### src/rtl/cp0_pkg.sv
// cp0_pkg: shared types and constants for the control coprocessor.
// Assumes a 32-bit datapath and eight interrupt lines mapped to Status[15:8].
package cp0_pkg;
    localparam int XLEN      = 32;
    localparam int NUM_IRQ   = 8;
    localparam int CODE_W    = 5;
    localparam int IM_LSB    = 8;
    localparam int NREGS     = 10;
    localparam logic [XLEN-1:0] VEC_OFFSET = 32'h0000_0180;
    localparam int BIT_IE    = 0;
    localparam int BIT_EXL   = 1;
    localparam int BIT_ERL   = 2;
    localparam int BIT_SLOT  = 31;

    typedef enum logic [3:0] {
        RID_NONE, RID_ULOCAL, RID_BADVA, RID_COUNT, RID_COMPARE,
        RID_STATUS, RID_CAUSE, RID_EPC, RID_EBASE, RID_CONFIG
    } reg_id_e;

    typedef enum logic [CODE_W-1:0] {
        EC_NONE = 5'd0, EC_INT = 5'd1, EC_LOAD_ALIGN = 5'd4, EC_STORE_ALIGN = 5'd5,
        EC_IFETCH_BUS = 5'd6, EC_DATA_BUS = 5'd7, EC_SYSCALL = 5'd8,
        EC_BREAK = 5'd9, EC_OVERFLOW = 5'd12, EC_TRAP = 5'd13
    } exc_code_e;

    // Per-register software write mask.
    function automatic logic [XLEN-1:0] cp0_wmask(reg_id_e id);
        case (id)
            RID_ULOCAL, RID_EPC: return 32'hFFFF_FFFF;
            RID_STATUS:          return 32'h0000_FF01;
            RID_EBASE:           return 32'hFFFF_FFFC;
            default:             return '0;
        endcase
    endfunction

    // Per-register reset value.
    function automatic logic [XLEN-1:0] cp0_rstval(reg_id_e id);
        return (id == RID_EBASE) ? 32'h8000_0000 : '0;
    endfunction
endpackage

### src/rtl/cp0_map.sv
// cp0_map: turns a register number/select pair into an internal register id.
// Assumes unlisted pairs map to RID_NONE, which reads zero and never stores.
module cp0_map
    import cp0_pkg::*;
(
    input  logic [4:0] num,
    input  logic [2:0] sel,
    output reg_id_e    id
);
    // Address decode of the implemented pairs.
    always_comb begin
        case ({num, sel})
            {5'd4,  3'd2}: id = RID_ULOCAL;
            {5'd8,  3'd0}: id = RID_BADVA;
            {5'd9,  3'd0}: id = RID_COUNT;
            {5'd11, 3'd0}: id = RID_COMPARE;
            {5'd12, 3'd0}: id = RID_STATUS;
            {5'd13, 3'd0}: id = RID_CAUSE;
            {5'd14, 3'd0}: id = RID_EPC;
            {5'd15, 3'd1}: id = RID_EBASE;
            {5'd16, 3'd0}: id = RID_CONFIG;
            default:       id = RID_NONE;
        endcase
    end
endmodule

### src/rtl/cp0_irq_gate.sv
// cp0_irq_gate: forms the core interrupt request from the lines and Status.
// Assumes Status[8+k] masks line k; EXL or ERL blocks the request; IE is not used.
module cp0_irq_gate
    import cp0_pkg::*;
(
    input  logic [NUM_IRQ-1:0] lines,
    input  logic [XLEN-1:0]    status,
    output logic               req
);
    logic [NUM_IRQ-1:0] live;

    // Per-line masking followed by the mode gate.
    always_comb begin
        live = lines & status[IM_LSB +: NUM_IRQ];
        req  = (|live) && !status[BIT_EXL] && !status[BIT_ERL];
    end
endmodule

### src/rtl/cp0_ctrl.sv
// cp0_ctrl: control-register file with exception entry/return and vectoring.
// Assumes one event per cycle wins: exception entry, then return, then write.
module cp0_ctrl
    import cp0_pkg::*;
(
    input  logic               clk,
    input  logic               rst_n,
    input  logic [4:0]         reg_num,
    input  logic [2:0]         reg_sel,
    input  logic               wr_en,
    input  logic [XLEN-1:0]    wr_data,
    output logic [XLEN-1:0]    rd_data,
    input  logic [NUM_IRQ-1:0] irq_lines,
    input  logic               exc_valid,
    input  logic [CODE_W-1:0]  exc_code,
    input  logic [XLEN-1:0]    exc_pc,
    input  logic               exc_in_slot,
    input  logic               eret,
    output logic               irq_req,
    output logic [XLEN-1:0]    vector_addr,
    output logic               redirect,
    output logic [XLEN-1:0]    resume_pc
);
    reg_id_e         addr_id;
    logic [XLEN-1:0] regs [NREGS];
    logic [XLEN-1:0] cause_entry;
    logic [XLEN-1:0] epc_entry;
    logic            sw_wr;

    cp0_map u_map (.num(reg_num), .sel(reg_sel), .id(addr_id));

    cp0_irq_gate u_gate (.lines(irq_lines), .status(regs[RID_STATUS]), .req(irq_req));

    // Values captured on exception entry and the gated software write.
    always_comb begin
        cause_entry = '0;
        cause_entry[BIT_SLOT] = exc_in_slot;
        cause_entry[IM_LSB +: NUM_IRQ] = irq_lines;
        cause_entry[2 +: CODE_W] = exc_code;
        epc_entry = exc_in_slot ? exc_pc - 32'd4 : exc_pc;
        sw_wr = wr_en && !exc_valid && !eret;
    end

    for (genvar gi = 0; gi < NREGS; gi++) begin : g_reg
        localparam reg_id_e         ID   = reg_id_e'(gi);
        localparam logic [XLEN-1:0] MASK = cp0_wmask(ID);
        // Register update: reset, exception entry, return, then masked write.
        always_ff @(posedge clk) begin
            if (!rst_n)
                regs[gi] <= cp0_rstval(ID);
            else if (exc_valid && ID == RID_STATUS)
                regs[gi] <= regs[gi] | (32'd1 << BIT_EXL);
            else if (exc_valid && ID == RID_CAUSE)
                regs[gi] <= cause_entry;
            else if (exc_valid && ID == RID_EPC)
                regs[gi] <= epc_entry;
            else if (eret && !exc_valid && ID == RID_STATUS)
                regs[gi] <= regs[gi] & ~(32'd1 << BIT_EXL);
            else if (sw_wr && addr_id == ID)
                regs[gi] <= (regs[gi] & ~MASK) | (wr_data & MASK);
        end
    end

    // Read mux, vector and resume address.
    always_comb begin
        rd_data     = regs[addr_id];
        vector_addr = regs[RID_EBASE] + VEC_OFFSET;
        redirect    = exc_valid && (exc_code == EC_INT) && (regs[RID_EBASE] != '0);
        resume_pc   = regs[RID_EPC];
    end


    exc_sets_exl_chk: assert property (@(posedge clk) disable iff (!rst_n)
        exc_valid |=> regs[RID_STATUS][BIT_EXL]);

    eret_clears_exl_chk: assert property (@(posedge clk) disable iff (!rst_n)
        (eret && !exc_valid) |=> !regs[RID_STATUS][BIT_EXL]);

    slot_epc_chk: assert property (@(posedge clk) disable iff (!rst_n)
        (exc_valid && exc_in_slot) |=> resume_pc == $past(exc_pc) - 32'd4);

    irq_mode_chk: assert property (@(posedge clk) disable iff (!rst_n)
        irq_req |-> !regs[RID_STATUS][BIT_EXL] && !regs[RID_STATUS][BIT_ERL]);

    ebase_align_chk: assert property (@(posedge clk) disable iff (!rst_n)
        regs[RID_EBASE][1:0] == 2'b00);

    config_hold_chk: assert property (@(posedge clk) disable iff (!rst_n)
        $stable(regs[RID_CONFIG]));

    none_zero_chk: assert property (@(posedge clk) disable iff (!rst_n)
        regs[RID_NONE] == '0);
endmodule

### config.mk
export PLATFORM = sky130hd
export DESIGN_NAME = cp0_ctrl
export DESIGN_NICKNAME = d
export VERILOG_FILES = /design/src/rtl/cp0_pkg.sv /design/src/rtl/cp0_map.sv /design/src/rtl/cp0_irq_gate.sv /design/src/rtl/cp0_ctrl.sv
export SDC_FILE = /design/constraint.sdc
export NUM_CORES = 1
export LEC_CHECK = 0
export BUFFER_PORTS_ARGS = -buffer_cell sky130_fd_sc_hd__buf_2
export CORE_AREA = 2 2 115 117
export CTS_BUF_LIST = sky130_fd_sc_hd__clkbuf_4 sky130_fd_sc_hd__clkbuf_8
export DETAILED_ROUTE_END_ITERATION = 6
export DIE_AREA = 0 0 117 119
export PLACE_DENSITY = 0.82
export SYNTH_ARGS = -nofsm -noshare
export SYNTH_HDL_FRONTEND = slang
export SYNTH_HIERARCHICAL = 1
export SYNTH_SLANG_ARGS = --single-unit
### constraint.sdc
create_clock -name clk -period 5.16 [get_ports clk]
set_input_delay 0.258 -clock clk [delete_from_list [all_inputs] [get_ports clk]]
set_output_delay 0.258 -clock clk [all_outputs]
set_load 0.01 [all_outputs]
==> flow_metrics.py <==
metrics = {
    "logic_synthesis": {
        "yosysMostFrequentCell": "edfxtp_1",
        "synth_edf_count": 118,
        "ys_seq_area_frac": 0.523,
        "synth.largest_area_cell": "edfxtp_1",
        "synth_top_area_frac": 0.523,
        "yosys_warnings": 6,
        "ys.flop_type": "edfxtp_1",
        "syn_area_um2": 6780,
        "avgSynthCellArea_um2": 10.8,
        "async_flop_share": 0,
        "ys_top_cells_by_count": "118 x edfxtp_1, 88 x nand2_1, 71 x and2_1, 40 x xnor2_1, 36 x a22oi_1",
        "synth_seq_cells": 118,
        "synth_cells": 629,
        "synth_area_leaders": "edfxtp_1 52%, and2_1 6.5%, xnor2_1 5.2%",
        "synth_cell_types": 49,
    },
    "route": {
        "drtIter0Drc": 646,
        "vias": 5796,
        "firstDrtPassIters": 6,
        "wire_per_inst_um": 20.0,
        "ant_nets": 0,
        "route.detailed.drc": 0,
        "vias_per_cell": 5.83,
        "wl_um": 19900,
    },
    "timing": {
        "setup_ws_ns": 1.82,
        "tns_ns": 0,
        "fin_crit_sh": 0.647,
        "setup_viol": 0,
        "final_hold_viol_count": 0,
        "slew_viol_final": 0,
        "fmax_mhz": 300,
        "post-route-min-period_ns": 3.34,
        "rsz0062_at_grt": "no",
        "relSlewSlack": 0.179,
        "tightestPinTransition_ns": 1.22,
    },
    "global_route": {
        "grt_use_total": 0.290,
        "grt_pass1_vias": 5720,
        "grt_max_degree": 35,
        "grt_pass1_wl_um": 30100,
        "grt-ovfl-total": 0,
        "antenna_found_initial": 1,
    },
    "clock_tree": {
        "numCtsBuffers": 17,
        "cts_buffer_depth": 2,
        "cts_hold_buf": 0,
        "cts_setup_buffers": 0,
        "cts_sinks": 118,
        "cts.root.buffer_cell": "clkbuf_8",
        "htree_levels": 4,
        "cts.clk_slew.worst_paths_ns": 0.07,
        "cts_tree": "built",
        "cts_resized": 0,
    },
    "outcome": {
        "status": "completed",
    },
    "final_layout": {
        "area_growth_pct": 20.5,
        "fillCellCount": 1069,
        "layout.nets": 897,
        "drive_above_1_share": 0.311,
        "top_regs": "regs (118)",
        "largest_reg_flops": 118,
        "top_register": "regs",
    },
    "die": {
        "die_area_um2": 13900,
        "row_count": 42,
        "io_pins": 189,
        "initial_utilization": 0.527,
        "die_w_um": 117,
        "core_region_area_um2": 12900,
        "die_height_um": 119,
    },
    "placed_design": {
        "place_ws_ns": 1.82,
        "gp_congestion": 0.902,
        "placement.io_buffers": 186,
        "hpwl_um": 14400,
    },
    "critical_path": {
        "cp-end-kind": "primary output",
        "crit_fanout": 18,
        "cp.arrival_ns": 3.08,
        "critPathKind": "primary input to primary output",
        "critPathLaunchType": "primary input",
        "worstPathRequired_ns": 4.90,
    },
    "power_and_ir_drop": {
        "p_leak_uw": 0.00328,
        "total_power_uw": 2160,
        "power.density_nw_per_um2": 264,
        "peakVddDrop_v": 0.000135,
    },
    "run": {
        "drv_cap": 0,
    },
    "min_path": {
        "hold_class": "primary input to flop",
    },
}
==> final cells by class <==
type                            instances  area (um^2)  area share
Sequential cell                       118         3540       0.433
Inverter                               12         45.0     0.00551
Antenna cell                            1         2.50    0.000306
Tap cell                              176          220      0.0269
Clock buffer                           17          234      0.0286
Timing Repair Buffer                  194          991       0.121
Multi-Input combinational cell        461         3020       0.370
Clock inverter                         15          115      0.0141
==> critical path, stage by stage <==
cell,delay [ns]
buf_2,0.12
nor3_1,0.31
nand2_1,0.15
nor2_1,0.78
and3_1,0.93
a22oi_1,0.22
nand2_1,0.15
buf_2,0.14
==> metrics by stage <==
| step | cells | utilization | area [um^2] | hold WS (ns) |
|---|---|---|---|---|
| 6_report | 994 | 0.635 | 8170 | 0.120 |
| 3_3_place_gp | 961 | 0.608 | 7820 | 0.563 |
| 2_1_floorplan | 631 | - | 6790 | 0.436 |
| 3_5_place_dp | 961 | 0.608 | 7820 | 0.572 |
| 5_1_grt | 994 | 0.635 | 8170 | 0.133 |
| 4_1_cts | 993 | 0.635 | 8170 | 0.106 |
==> worst paths after layout <==
check | from | end | slack, ns | cells past startpoint
setup / recovery | reg_sel[1] | rd_data[26] | 1.82 | 8
hold / removal | wr_data[17] | regs[1][17] | 0.12 | 2
==> metal layers <==
metal / wire [um] / vias to the layer above / global-route usage / part of all wire
li1: - / 2622 / - / -
met3: 1630 / 65 / 0.0463 / 0.082
met5: 0 / - / 0 / 0
met1: 7710 / 2777 / 0.373 / 0.39
met2: 9790 / 332 / 0.474 / 0.49
met4: 768 / 0 / 0.143 / 0.039
==> cell families (layout without fill, tap and decap cells) <==
| group | Yosys count | after routing | share of synthesized area |
|---|---|---|---|
| other | 1 | 4 | 0.000553 |
| buffers and inverters | 52 | 238 | 0.0352 |
| and+or+nand+nor | 296 | 296 | 0.255 |
| AOI/OAI and AO/OA | 90 | 90 | 0.0884 |
| DFF | 118 | 118 | 0.523 |
| xor gates and xnor gates | 55 | 55 | 0.0710 |
| adders and majority gates | 2 | 2 | 0.00369 |
| muxes | 15 | 15 | 0.0236 |
==> cells in the final DEF (no fill, tap or decap), drive strengths merged, types with 5 or more instances in the layout <==
cell type,count
nand2,90
clkinv,8
o21ai,40
clkinvlp,6
clkbuf,17
edfxtp,118
and2,71
mux2,8
nor4,21
xnor2,40
and3,17
nor3,16
nand2b,6
a221o,6
nand4,9
buf,194
nor2,30
inv,12
a22oi,36
mux2i,7
nand3,7
xor2,15
nor2b,5
==> power by group <==
| group | internal [uW] | total (uW) | switching [uW] |
|---|---|---|---|
| clock network | 370 | 758 | 388 |
| logic | 95.6 | 237 | 141 |
| registers | 1120 | 1160 | 45.2 |
| total | 1580 | 2160 | 575 |
(Power assumes the default switching activity.)
